==> config.mk <==
export PLATFORM = sky130hd
export DESIGN_NAME = cfgseq_adc_init
export DESIGN_NICKNAME = d
export VERILOG_FILES = /design/src/rtl/cfgseq_pkg.sv /design/src/rtl/cfgseq_spi_tx.sv /design/src/rtl/cfgseq_wait_timer.sv /design/src/rtl/cfgseq_adc_init.sv
export SDC_FILE = /design/constraint.sdc
export NUM_CORES = 1
export LEC_CHECK = 0
export CAP_MARGIN = 20
export CORE_ASPECT_RATIO = 0.5
export CORE_MARGIN = 4
export CORE_UTILIZATION = 30
export DETAILED_ROUTE_END_ITERATION = 7
export PLACE_DENSITY_LB_ADDON = 0.08
export SLEW_MARGIN = 20
export SYNTH_ARGS = -nofsm -noshare
export SYNTH_HDL_FRONTEND = slang
export SYNTH_SLANG_ARGS = --single-unit
==> constraint.sdc <==
create_clock -name clk -period 4.59 [get_ports clk]
set_input_delay 1.377 -clock clk [delete_from_list [all_inputs] [get_ports clk]]
set_output_delay 1.377 -clock clk [all_outputs]
set_load 0.02 [all_outputs]
==> src/rtl/cfgseq_pkg.sv <==
package cfgseq_pkg;

    localparam int FRAME_W   = 24;
    localparam int DEF_STEPS = 14;

    typedef enum logic [1:0] {
        WAIT_NONE  = 2'd0,
        WAIT_SHORT = 2'd1,
        WAIT_LONG  = 2'd2
    } wait_e;

    // Step list, first step in the most significant slice: {addr[7:0], value[15:0]}
    localparam logic [DEF_STEPS*FRAME_W-1:0] DEF_LIST = {
        24'h01_0002,  // converter reset on
        24'h01_0000,  // converter reset off
        24'hFE_B38F,  // key part one
        24'hFE_ABCD,  // key part two
        24'h02_0002,  // bank 1
        24'h0C_1200,  // reference start
        24'h0C_0200,  // reference run
        24'h03_000B,  // bank 2 open, part one
        24'h02_0008,  // bank 2 open, part two
        24'h22_0080,  // second init step
        24'h02_0002,  // back to bank 1
        24'h0D_0100,  // output format
        24'h09_0460,  // single lane, low latency
        24'hFE_1234   // lock
    };

    // Pause after each step, same ordering, 2 bits per step
    localparam logic [2*DEF_STEPS-1:0] DEF_WAIT =
        28'b01_00_00_00_00_10_00_00_00_00_00_00_00_00;

endpackage

==> src/rtl/cfgseq_spi_tx.sv <==
module cfgseq_spi_tx #(
    parameter int FRAME_W   = 24,
    parameter int SCLK_HALF = 2,
    parameter int GAP_CLKS  = 4
) (
    input  logic               clk,
    input  logic               rst_n,
    input  logic               go,
    input  logic [FRAME_W-1:0] frame,
    output logic               sclk,
    output logic               cs_n,
    output logic               mosi,
    output logic               frame_done
);

    localparam int HW = (SCLK_HALF > 1) ? $clog2(SCLK_HALF) : 1;
    localparam int GW = (GAP_CLKS > 1) ? $clog2(GAP_CLKS) : 1;
    localparam int BW = $clog2(FRAME_W);

    typedef enum logic [1:0] {TX_IDLE, TX_SHIFT, TX_GAP} tx_state_e;

    tx_state_e          st_q, st_d;
    logic [HW-1:0]      half_q;
    logic [GW-1:0]      gap_q;
    logic [BW-1:0]      bit_q;
    logic [FRAME_W-1:0] sh_q;
    logic               sclk_q, cs_q;
    logic               half_end, last_bit, gap_end;

    assign half_end = (half_q == HW'(SCLK_HALF - 1));
    assign last_bit = (bit_q == BW'(FRAME_W - 1));
    assign gap_end  = (gap_q == GW'(GAP_CLKS - 1));

    always_comb begin
        st_d = st_q;
        unique case (st_q)
            TX_IDLE:  if (go) st_d = TX_SHIFT;
            TX_SHIFT: if (half_end && sclk_q && last_bit) st_d = TX_GAP;
            TX_GAP:   if (gap_end) st_d = TX_IDLE;
            default:  st_d = TX_IDLE;
        endcase
    end

    always_ff @(posedge clk or negedge rst_n) begin
        if (!rst_n) st_q <= TX_IDLE;
        else        st_q <= st_d;
    end

    always_ff @(posedge clk or negedge rst_n) begin
        if (!rst_n) begin
            half_q <= '0;
            gap_q  <= '0;
            bit_q  <= '0;
            sh_q   <= '0;
            sclk_q <= 1'b0;
            cs_q   <= 1'b1;
        end else begin
            unique case (st_q)
                TX_IDLE: begin
                    if (go) begin
                        sh_q   <= frame;
                        bit_q  <= '0;
                        half_q <= '0;
                        sclk_q <= 1'b0;
                        cs_q   <= 1'b0;
                    end
                end
                TX_SHIFT: begin
                    if (half_end) begin
                        half_q <= '0;
                        if (!sclk_q) begin
                            sclk_q <= 1'b1;
                        end else begin
                            sclk_q <= 1'b0;
                            if (last_bit) begin
                                cs_q  <= 1'b1;
                                gap_q <= '0;
                            end else begin
                                sh_q  <= {sh_q[FRAME_W-2:0], 1'b0};
                                bit_q <= bit_q + 1'b1;
                            end
                        end
                    end else begin
                        half_q <= half_q + 1'b1;
                    end
                end
                TX_GAP:  gap_q <= gap_q + 1'b1;
                default: ;
            endcase
        end
    end

    assign sclk       = sclk_q;
    assign cs_n       = cs_q;
    assign mosi       = sh_q[FRAME_W-1];
    assign frame_done = (st_q == TX_GAP) && gap_end;

    // a rising serial clock edge happens only inside a frame
    p_rise_in_frame_r2: assert property (@(posedge clk) disable iff (!rst_n)
        $rose(sclk) |-> !cs_n);

    // data holds while the serial clock stays high
    p_mosi_hold_r2: assert property (@(posedge clk) disable iff (!rst_n)
        (sclk && $past(sclk)) |-> $stable(mosi));

endmodule

==> src/rtl/cfgseq_wait_timer.sv <==
module cfgseq_wait_timer #(
    parameter int SHORT_CLKS = 100000,
    parameter int LONG_CLKS  = 2500000
) (
    input  logic       clk,
    input  logic       rst_n,
    input  logic       load,
    input  logic [1:0] sel,
    output logic       running
);

    localparam int MAXC = (LONG_CLKS > SHORT_CLKS) ? LONG_CLKS : SHORT_CLKS;
    localparam int CW   = $clog2(MAXC + 1);

    logic [CW-1:0] cnt_q;

    always_ff @(posedge clk or negedge rst_n) begin
        if (!rst_n) begin
            cnt_q <= '0;
        end else if (load) begin
            cnt_q <= (sel == cfgseq_pkg::WAIT_LONG) ? CW'(LONG_CLKS) : CW'(SHORT_CLKS);
        end else if (cnt_q != '0) begin
            cnt_q <= cnt_q - 1'b1;
        end
    end

    assign running = (cnt_q != '0);

    // a running pause loses exactly one clock per cycle
    p_count_down_r5: assert property (@(posedge clk) disable iff (!rst_n)
        (running && !load) |=> (cnt_q == $past(cnt_q) - CW'(1)));

endmodule

==> src/rtl/cfgseq_adc_init.sv <==
module cfgseq_adc_init #(
    parameter int N_STEPS = cfgseq_pkg::DEF_STEPS,
    parameter logic [N_STEPS*cfgseq_pkg::FRAME_W-1:0] STEP_LIST = cfgseq_pkg::DEF_LIST,
    parameter logic [2*N_STEPS-1:0] WAIT_SEL = cfgseq_pkg::DEF_WAIT,
    parameter int CLK_PER_US    = 100,
    parameter int RESET_WAIT_US = 1000,
    parameter int REF_WAIT_US   = 25000,
    parameter int SCLK_HALF     = 4,
    parameter int GAP_CLKS      = 8
) (
    input  logic clk,
    input  logic rst_n,
    input  logic start,
    output logic sclk,
    output logic cs_n,
    output logic mosi,
    output logic busy,
    output logic done
);

    localparam int FW = cfgseq_pkg::FRAME_W;
    localparam int IW = (N_STEPS > 1) ? $clog2(N_STEPS) : 1;

    typedef enum logic [2:0] {ST_IDLE, ST_SEND, ST_XFER, ST_PAUSE, ST_DONE} seq_state_e;

    seq_state_e    st_q, st_d;
    logic [IW-1:0] idx_q;
    logic [FW-1:0] cur_frame;
    logic [1:0]    cur_wait;
    logic          last_step, tx_go, tx_done, tmr_load, tmr_run, step_adv;

    assign cur_frame = STEP_LIST[(N_STEPS - 1 - int'(idx_q))*FW +: FW];
    assign cur_wait  = WAIT_SEL[(N_STEPS - 1 - int'(idx_q))*2 +: 2];
    assign last_step = (idx_q == IW'(N_STEPS - 1));
    assign tmr_load  = (st_q == ST_XFER) && tx_done && (cur_wait != 2'b00);
    assign step_adv  = !last_step &&
                       (((st_q == ST_XFER) && tx_done && (cur_wait == 2'b00)) ||
                        ((st_q == ST_PAUSE) && !tmr_run));

    always_comb begin
        st_d = st_q;
        unique case (st_q)
            ST_IDLE:  if (start) st_d = ST_SEND;
            ST_SEND:  st_d = ST_XFER;
            ST_XFER:  if (tx_done) begin
                          if (cur_wait != 2'b00) st_d = ST_PAUSE;
                          else if (last_step)    st_d = ST_DONE;
                          else                   st_d = ST_SEND;
                      end
            ST_PAUSE: if (!tmr_run) st_d = last_step ? ST_DONE : ST_SEND;
            ST_DONE:  st_d = ST_DONE;
            default:  st_d = ST_IDLE;
        endcase
    end

    always_ff @(posedge clk or negedge rst_n) begin
        if (!rst_n) st_q <= ST_IDLE;
        else        st_q <= st_d;
    end

    always_ff @(posedge clk or negedge rst_n) begin
        if (!rst_n)        idx_q <= '0;
        else if (step_adv) idx_q <= idx_q + 1'b1;
    end

    always_comb begin
        tx_go = (st_q == ST_SEND);
        busy  = (st_q == ST_SEND) || (st_q == ST_XFER) || (st_q == ST_PAUSE);
        done  = (st_q == ST_DONE);
    end

    cfgseq_spi_tx #(
        .FRAME_W  (FW),
        .SCLK_HALF(SCLK_HALF),
        .GAP_CLKS (GAP_CLKS)
    ) u_tx (
        .clk       (clk),
        .rst_n     (rst_n),
        .go        (tx_go),
        .frame     (cur_frame),
        .sclk      (sclk),
        .cs_n      (cs_n),
        .mosi      (mosi),
        .frame_done(tx_done)
    );

    cfgseq_wait_timer #(
        .SHORT_CLKS(CLK_PER_US * RESET_WAIT_US),
        .LONG_CLKS (CLK_PER_US * REF_WAIT_US)
    ) u_wait (
        .clk    (clk),
        .rst_n  (rst_n),
        .load   (tmr_load),
        .sel    (cur_wait),
        .running(tmr_run)
    );

    // no chip select activity outside a run
    p_quiet_cs_r8: assert property (@(posedge clk) disable iff (!rst_n)
        !busy |-> cs_n);

    // completion is held and never returns to busy
    p_done_hold_r10: assert property (@(posedge clk) disable iff (!rst_n)
        done |=> (done && !busy));

    // a run begins only from a start request
    p_busy_start_r9: assert property (@(posedge clk) disable iff (!rst_n)
        $rose(busy) |-> $past(start));

    // a new frame is launched only while chip select is released
    p_go_cs_r7: assert property (@(posedge clk) disable iff (!rst_n)
        tx_go |-> cs_n);

endmodule

After elaboration in Yosys (flattened, before gate mapping)
Cells that the tools add are included.
{ "totals": {"elab_cells": 106, "latch_bits": 0, "ff_bits": 67, "ramBits": 0, "rom_bits": 0, "mem_count": 0} }
{ "classes": {"shifts": 2, "muxes": 38, "bitwise": 0, "n_mul": 1, "n_div": 0, "add_sub_neg": 6, "n_eq_ne": 21, "n_reduce_logical": 28, "n_lt_le_gt_ge": 0} }
{ "op_table": {"columns": ["operator", "count"], "rows": [
  ["$shiftx 336x32->24 const A", 1],
  ["$mux 24", 4],
  ["$mux 22", 3],
  ["$pmux 24 s2", 1],
  ["$shiftx 28x6->2 const A", 1],
  ["$mux 3", 8],
  ["$reduce_bool 22->1", 1],
  ["$sub 22x1->22 const B", 1],
  ["$mux 5", 4],
  ["$pmux 3 s5", 1],
  ["$mux 2", 5],
  ["$ne 2x1->1 const B", 5],
  ["$ne 2x2->1 const B", 5],
  ["$pmux 5 s2", 1],
  ["$reduce_and 5->1", 2],
  ["$reduce_and 3->1", 3],
  ["$logic_and 1x1->1", 8],
  ["$mul 5x3->8 const B", 1],
  ["$reduce_bool 2->1", 4],
  ["$eq 2x2->1 const B", 3],
  ["$eq 3x2->1 const B", 2],
  ["$eq 3x3->1 const B", 2],
  ["$mux 1", 6],
  ["$pmux 2 s3", 1],
  ["other kinds (18)", 23]
]} }

Depth between registers and ports, before layout
Gate-level depths: netlist (run 1).
{ "logic_depth": {"word_depth": 6, "ltp_mapped": 14, "mapped_depth_nobuf": 11} }

By module
From an unflattened synthesis (run 1), not the netlist that was laid out.
{ "hier_totals": {"hier_cells": 591, "hier_area_um2": 5195.0} }
{ "modules_own_cells": {"columns": ["module", "instances", "cells_per_inst", "seq_area_each_um2", "area_per_inst_um2"], "rows": [
  ["cfgseq_spi_tx", 1, 151, 952.2, 1996.9],
  ["cfgseq_adc_init", 1, 313, 175.2, 1963.1],
  ["cfgseq_wait_timer", 1, 127, 550.5, 1234.9]
]} }

Worst setup path after synthesis (run 1)
No wires, ideal clock.
{ "synth_path": {"kind": "register to register", "start": "register idx_q[0]", "end": "register u_tx.sh_q[13]", "slack_ns": 1.225, "t_arrival_ns": 3.269, "t_required_ns": 4.494, "path_stages_with_launch": 14, "setup_time_ns": 0.096, "n_path_buf": 3, "cell_sequence": "dfrtp_1 -> clkbuf_1 -> inv_1 -> clkbuf_1 -> ha_1 -> ha_1 -> fa_1 -> clkbuf_1 -> clkinv_1 -> nor2_1 -> o2111a_1 -> a311oi_1 -> o32a_1 -> o31ai_1"} }
{ "synth_between": {"elab_chain_len": 5} }
{ "synth_lines": {"columns": ["element", "line", "rtl"], "rows": [
  ["from (decl)", "cfgseq_adc_init.sv:27", "logic [IW-1:0] idx_q;"],
  ["from (signal assigned)", "cfgseq_adc_init.sv:63", "else if (step_adv) idx_q <= idx_q + 1'b1;"],
  ["$sub 4x4->5", "cfgseq_adc_init.sv:32", "assign cur_frame = STEP_LIST[(N_STEPS - 1 - int'(idx_q))*FW +: FW];"],
  ["$mul 5x3->8", "cfgseq_adc_init.sv:32", null],
  ["$shiftx 336x32->24", "cfgseq_adc_init.sv:32", null],
  ["$mux 24", "cfgseq_spi_tx.sv:60", "if (go) begin"],
  ["$pmux 24 s2", "cfgseq_spi_tx.sv:58", "unique case (st_q)"],
  ["to (signal assigned)", "cfgseq_spi_tx.sv:61", "sh_q <= frame;"],
  ["to (signal assigned)", "cfgseq_spi_tx.sv:79", "sh_q <= {sh_q[FRAME_W-2:0], 1'b0};"],
  ["to (decl)", "cfgseq_spi_tx.sv:26", "logic [FRAME_W-1:0] sh_q;"]
]} }
Every way passes these cells. The select of a mux whose other input is x is not followed.
A chain may end at the register's enable or synchronous reset.

Worst setup path in the final report (run 1)
{ "layout_path": {"start": "register idx_q[1]", "end": "register u_tx.sh_q[19]"} }
Same word-level chain as after synthesis.

==> results of run 1 <==
[logic make-up after synthesis]
kind of cell | synth area share
compound gates | 0.269
xor+xnor | 0.0471
fa+ha+maj | 0.0516
buf+inv | 0.0471
flops | 0.336
mux | 0.0148
simple gates | 0.234
[tightest hold or removal path: stages, from the launching register on]
cell and delay, ns:
dfrtp_1 0.34, nand2_1 0.06, o41ai_1 0.06
[flip-flops by register name, indices dropped and copies added, names as in the netlist]
| name | flops |
|---|---|
| u_tx.half_q | 2 |
| idx_q | 4 |
| u_tx.st_q | 2 |
| st_q | 3 |
| u_wait.cnt_q | 22 |
| u_tx.cs_n | 1 |
| u_tx.gap_q | 3 |
| u_tx.bit_q | 5 |
| u_tx.sclk | 1 |
| u_tx.sh_q | 24 |
[cell type report]
cell class / count / area [um2]
Clock buffer: 10 / 239
Timing Repair Buffer: 18 / 163
Fill cell: 1746 / 10800
Clock inverter: 6 / 38.8
Sequential cell: 67 / 1680
Inverter: 12 / 45.0
Tap cell: 227 / 284
Multi-Input combinational cell: 492 / 3090
[layer usage]
metal / vias to the layer above / wire [um] / track usage
met5: - / 0 / 0
met4: 0 / 393 / 0.0557
met3: 30 / 962 / 0.0379
met2: 157 / 7130 / 0.274
met1: 2309 / 7600 / 0.244
li1: 2255 / - / -
[path summary, 6_finish.rpt]
kind                                   start  slack, ns                to
worst max-delay path                idx_q[1]       0.46     u_tx.sh_q[19]
worst min-delay path            u_tx.sh_q[0]       0.49      u_tx.sh_q[0]
worst max register to register      idx_q[1]       0.46     u_tx.sh_q[19]
worst min register to register  u_tx.sh_q[0]       0.49      u_tx.sh_q[0]
max in group asynchronous              rst_n       2.81      u_tx.sh_q[9]
min in group asynchronous              rst_n       1.17  u_wait.cnt_q[20]
[through the flow]
step / setup WS, ns / area [um2]
after floorplan: 1.22 / 4990
after global placement: 0.647 / 5260
after detailed placement: 0.675 / 5260
after CTS: 0.601 / 5530
after global routing: 0.227 / 5530
final: 0.462 / 5530
[cell usage in the layout (no fill, tap or decap), types with 15 or more instances in the layout]
cell type	n
a31oi_1	17
dfrtp_1	66
nand2_1	60
o21ai_0	35
nor3_1	15
xnor2_1	15
ha_1	19
nor2_1	72
nand3_1	25
a21oi_1	48
==> impl_metrics.ini, run 1 <==
[hold_path]
hold_class = reg2reg
hold_depth = 2

[layout]
nets = 623
diodes = 0
area_delta_synth_final_pct = 10.8
stdcell_count = 832
fin_util = 0.338
drive_gt1_frac = 0.0909

[clocking]
clk_path_buf_depth = 2
numClockSinks = 67
clock_latency_ns = 0.34
cts-buffers-inserted = 9
cts_tree = yes
hold_buffers = 0
cts_setup_buffers = 0
clk_pin_slew_ns = 0.06
ctsResizeCount = 0
clockRootBuffer = clkbuf_16
cts.htree.levels = 3

[logic_synthesis]
yosys.area.top_type = dfrtp_1
synth-edff-count = 0
avgSynthCellArea_um2 = 8.15
yosysMostFrequentCell = nor2_1
synth-seq-area-share = 0.336
synthCells = 613
syn-num-nets = 636
synth_flop_cell = dfrtp_1
async_flop_share = 1.00
ys_top_cells_by_count = 73 x nor2_1, 66 x dfrtp_1, 60 x nand2_1
ys_seq_elements = 67
ys_types = 82
yosys_warnings = 0
netlist_area_mm2 = 0.00499
synthTopCellsByArea = dfrtp_1 33%, nor2_1 5.5%, a21oi_1 4.9%
synth_top_area_share = 0.331

[place]
dp_cells = 816
dp_hpwl_um = 11200
io_buffers = 7
gp_congestion = 0.908

[critical_path]
crit_family = compound AO/OA/AOI/OAI gates
start_kind = flop
reg2regPathDepth = 10
cpMostUsedCell = ha_1
path_buf_inv = 0
crit_slowest_cell = o41ai_1
end_kind = flop
max_stage_delay_ns = 0.71
arrival_ns = 4.30
path_class = reg2reg
path_cells = ha_1 > xnor2_1 > ha_1 > ha_1 > o21ai_0 > o21ai_1 > and2_1 > nor3_1 > o41ai_1 > a31oi_1
crit_cells = 10
critical_path_required_ns = 4.76
crit_fanout = 10

[die]
rows = 33
die_area_mm2 = 0.0189
initial_core_util = 0.305
io_pins = 8
coreArea_mm2 = 0.0164
die_w_um = 190
die_y_um = 99.2

[timing]
holdWs_ns = 0.489
skew_ns = 0.0121
slew_headroom = 0.393
setup_viol = 0
period_needed_ns = 4.13
max_freq_mhz = 242
drv_slew = 0
post-route-period-util = 0.899
rsz0062_at_grt = false
worst_pin_slew_ns = 0.910
finalHoldViolations = 0
setup-tns-final_ns = 0

[global_routing]
grt_pass1_wl_um = 26400
gr-total-overflow = 0
grt_pass1_vias = 4615
grt_use_total = 0.176
antenna_found_initial = 0
grt_start_max_net_pins = 68

[detailed_routing]
first_pass_iters = 4
routed_wl_um = 16100
vias = 4751
drt_iter0_drc = 449
wl_per_cell_um = 19.3
drc = 0
viasPerCell = 5.71
antenna_left = 0

[outcome]
outcome = finished clean

[run]
maxCapViolations = 0
Power of run 1 is not shown: default switching activity piles up to over one toggle a cycle in this logic, so the estimate is an artifact.
==> run 2: changes to the inputs <==
Clock period 4.59 ns to 4.5 ns, I/O delays scaled along.
==> run 2 against run 1 <==
Effect of this change:
- cell count is 0.36% higher
- sequential share of layout area shrank 0.055 points
- first-iteration DRC count shrank 5.6%
- core utilization is 0.061 points higher
- sequential cell count is the same
- clock skew about the same
- critical path depth did not move
- fmax increased by 5.3%
- setup slack improved by 0.12 ns
- count of clock-buffer cells in the layout unchanged
- cell area grew 0.18%
- register-to-register slack gained 0.12 ns
==> impl_metrics.ini, run 2 (synthesis results as in run 1) <==
[die]
coreArea_mm2 = 0.0164
io_pins = 8
die_w_um = 190
rows = 33
die_y_um = 99.2
die_area_mm2 = 0.0189
initial_core_util = 0.305

[timing]
post-route-period-util = 0.871
setup-tns-final_ns = 0
setup_viol = 0
worst_pin_slew_ns = 0.903
holdWs_ns = 0.484
slew_headroom = 0.398
drv_slew = 0
rsz0062_at_grt = false
period_needed_ns = 3.92
skew_ns = 0.0120
max_freq_mhz = 255
finalHoldViolations = 0

[hold_path]
hold_class = reg2reg

[global_routing]
grtUsageMet1 = 0.252
busiest_layer = met2
grt_pass1_vias = 4655
gr-total-overflow = 0
grt_use_total = 0.177
globalRouteMet2Util = 0.271
use_met3 = 0.0389
grt_start_max_net_pins = 68
antenna_found_initial = 0
grt_pass1_wl_um = 26500

[layout]
nets = 626
regMostFlops = u_tx.sh_q
drive_gt1_frac = 0.0938
largest_reg_flops = 24
layout_common_cells = 72 x nor2_1, 66 x dfrtp_1, 60 x nand2_1
largestRegisters = u_tx.sh_q x24, u_wait.cnt_q x22, u_tx.bit_q x5
final_common_cell = nor2_1
diodes = 0
area_delta_synth_final_pct = 11.0

[detailed_routing]
routed_wl_um = 16300
drc = 0
antenna_left = 0
viasPerCell = 5.79
drt_iter0_drc = 424
first_pass_iters = 5
vias = 4831
wl_per_cell_um = 19.5

[critical_path]
start_kind = flop
crit_family = simple AND/OR/NAND/NOR gates
path_class = reg2reg
max_stage_delay_ns = 0.58
critical_path_required_ns = 4.75
crit_fanout = 16
path_buf_inv = 0
cpMostUsedCell = ha_1
crit_slowest_cell = nand2_1
arrival_ns = 4.17
end_kind = flop
path_cells = ha_1 > xnor2_1 > ha_1 > ha_1 > a211oi_2 > o21ai_0 > nand2_1 > nand3_1 > or3_1 > a41oi_1

[clocking]
cts-buffers-inserted = 9
ctsResizeCount = 0
hold_buffers = 0
cts_tree = yes
clockRootBuffer = clkbuf_16
clock_latency_ns = 0.34
clk_pin_slew_ns = 0.07
clk_path_buf_depth = 2
numClockSinks = 67
cts.htree.levels = 3
cts_setup_buffers = 0

[run]
maxCapViolations = 0

[place]
gp_congestion = 0.881
io_buffers = 7
dp_hpwl_um = 11300

[outcome]
outcome = finished clean
-- run 2: cell types whose count changed in the layout (fill, tap and decap cells not counted) --
cell,before,now
clkinv_2,3,0
clkinvlp_4,2,3
clkbuf_1,0,1
buf_4,11,15
inv_6,1,2
clkinv_4,0,1
buf_12,1,0
clkbuf_8,1,0
-- run 2: path summary, 6_finish.rpt --
| check | start | cells past startpoint | slack [ns] | end |
|---|---|---|---|---|
| setup / recovery | idx_q[1] | 10 | 0.58 | u_tx.sh_q[18] |
| hold / removal | u_tx.sh_q[0] | 2 | 0.48 | u_tx.sh_q[0] |
| setup reg to reg | idx_q[1] | 10 | 0.58 | u_tx.sh_q[18] |
| hold reg to reg | u_tx.sh_q[0] | 2 | 0.48 | u_tx.sh_q[0] |
| max in group asynchronous | rst_n | 1 | 2.77 | u_tx.sh_q[1] |
| min in group asynchronous | rst_n | 1 | 1.11 | u_wait.cnt_q[19] |
-- run 2: tightest hold or removal path, stage by stage (launching register included) --
cell	delay, ns
dfrtp_1	0.34
nand2_1	0.05
o41ai_1	0.06
-- run 2: final cells by class --
| type | count | area, um2 |
|---|---|---|
| fillers | 1737 | 10800 |
| inverters | 12 | 45.0 |
| clock buffers | 10 | 229 |
| clock inverters | 6 | 48.8 |
| repair buffers | 21 | 173 |
| flip-flops and latches | 67 | 1680 |
| well taps | 227 | 284 |
| multi-input cells | 492 | 3090 |
-- run 2: metal layers --
metal	share of wire	routed length (um)	vias up
li1	-	-	2256
met1	0.48	7860	2322
met2	0.44	7140	209
met3	0.059	962	44
met4	0.019	314	0
met5	0	0	-
-- run 2: through the flow --
step,util,worst slack [ns],cells,area (um2)
finish,0.339,0.580,835,5540
global route,0.339,0.256,835,5540
global placement,0.322,0.636,819,5270
CTS,0.339,0.590,835,5540
detailed placement,0.322,0.631,819,5270
floorplan,-,1.13,613,4990
Power of run 2 is left out for the same reason.
==> run 3: changes to the inputs <==
Settings changed: CELL_PAD_IN_SITES_DETAIL_PLACEMENT set to 1, CELL_PAD_IN_SITES_GLOBAL_PLACEMENT set to 2, CORE_ASPECT_RATIO 0.5 to unset, PLACE_DENSITY_LB_ADDON 0.08 to 0.1.
==> run 3 against run 2 <==
Effect of this change:
- sequential cell count is the same
- setup slack lost 0.28 ns
- sequential share of layout area down 0.41 points
- count of clock-buffer cells in the layout increased by 1
- wire length up 10%
- critical endpoint is now u_tx.sh_q[19]
- cell area is 1.4% higher
==> impl_metrics.ini, run 3 (synthesis results as in run 1) <==
[global_routing]
grt_use_total = 0.196
antenna_found_initial = 0
grt_start_max_net_pins = 37
grt_pass1_vias = 4795
gr-total-overflow = 0
grt_pass1_wl_um = 28400

[timing]
finalHoldViolations = 0
rsz0062_at_grt = false
max_freq_mhz = 238
worst_pin_slew_ns = 0.895
skew_ns = 0.00912
drv_slew = 0
setup-tns-final_ns = 0
slew_headroom = 0.396
period_needed_ns = 4.20
setup_viol = 0
post-route-period-util = 0.932

[critical_path]
r2r_end = u_tx.sh_q[19]
start_kind = flop
path_class = reg2reg
max_stage_delay_ns = 0.84
reg2regPathDepth = 10
crit_family = compound AO/OA/AOI/OAI gates
arrival_ns = 4.37
critical_path_required_ns = 4.67
r2r_slack_ns = 0.30
crit_fanout = 10
path_buf_inv = 0
end_kind = flop
r2r-start = idx_q[1]
path_cells = ha_1 > xnor2_1 > ha_1 > ha_1 > o21ai_0 > o21ai_1 > and2_1 > nor3_1 > o41ai_1 > a31oi_1
cpMostUsedCell = ha_1
crit_slowest_cell = o41ai_1

[layout]
regMostFlops = u_tx.sh_q
fill_cells = 1907
drive_gt1_frac = 0.0985
area_delta_synth_final_pct = 12.6
final_common_cell = nor2_1
diodes = 0
largestRegisters = u_tx.sh_q x24, u_wait.cnt_q x22, u_tx.bit_q x5
nets = 627
largest_reg_flops = 24
layout_common_cells = 71 x nor2_1, 66 x dfrtp_1, 60 x nand2_1

[detailed_routing]
drt_iter0_drc = 373
vias = 4882
first_pass_iters = 5
routed_wl_um = 17900
drc = 0
viasPerCell = 5.92
wl_per_cell_um = 21.7
antenna_left = 0

[place]
dp_hpwl_um = 12900
gp_congestion = 0.888
io_buffers = 7

[die]
coreArea_mm2 = 0.0161
die_w_um = 137
die_area_mm2 = 0.0188
initial_core_util = 0.310
io_pins = 8
die_y_um = 137
rows = 46

[clocking]
clock_latency_ns = 0.34
cts_setup_buffers = 0
numClockSinks = 67
cts-buffers-inserted = 9
clk_path_buf_depth = 2
cts_tree = yes
cts.htree.levels = 3
clockRootBuffer = clkbuf_16
hold_buffers = 0
clk_pin_slew_ns = 0.06
ctsResizeCount = 0

[hold_path]
min_to = u_tx.sh_q[0]
min_from = u_tx.sh_q[0]
hold_class = reg2reg
hold_depth = 2

[run]
maxCapViolations = 0

[outcome]
outcome = finished clean
==> run 3: how the worst max path moves through the flow <==
| stage | slack [ns] | from | depth (start not counted) | endpoint |
|---|---|---|---|---|
| 3_3_place_gp | 0.29 | idx_q[1] | 10 | u_tx.sh_q[19] |
| 3_5_place_dp | 0.40 | idx_q[1] | 10 | u_tx.sh_q[19] |
| 4_1_cts | 0.38 | idx_q[1] | 10 | u_tx.sh_q[19] |
| 6_report | 0.30 | idx_q[1] | 10 | u_tx.sh_q[19] |
| 2_1_floorplan | 1.13 | idx_q[0] | 13 | u_tx.sh_q[13] |
| 5_1_grt | 0.02 | idx_q[1] | 10 | u_tx.sh_q[19] |
==> run 3: worst min-delay path, stage by stage (launching register included) <==
cell	delay, ns
dfrtp_1	0.35
nand2_1	0.06
o41ai_1	0.05
==> run 3: cell type report <==
class | instances | area (um2) | share of cell area
timing repair buffer | 22 | 178 | 0.0316
clock buffer | 11 | 253 | 0.0450
sequential | 67 | 1680 | 0.299
inverter | 12 | 45.0 | 0.00801
clock inverter | 5 | 108 | 0.0191
multi-input combinational | 492 | 3090 | 0.550
tap | 216 | 270 | 0.0481
==> run 3: per-layer routing <==
layer	track usage	share of wire	routed length, um	up-vias
li1	-	-	-	2273
met1	0.299	0.51	9180	2445
met2	0.280	0.43	7630	146
met3	0.0401	0.049	871	18
met4	0.0488	0.014	255	0
met5	0	0	0	-
==> run 3: metrics by stage <==
step / hold slack (ns) / setup WS [ns] / utilization / std cells / instance area (um2)
floorplan: 0.444 / 1.13 / - / 613 / 4990
global placement: 0.467 / 0.294 / 0.326 / 809 / 5260
detailed placement: 0.485 / 0.402 / 0.326 / 809 / 5260
CTS: 0.498 / 0.383 / 0.349 / 825 / 5620
global route: 0.521 / 0.0173 / 0.349 / 825 / 5620
finish: 0.491 / 0.305 / 0.349 / 825 / 5620
Power of run 3 is left out for the same reason.
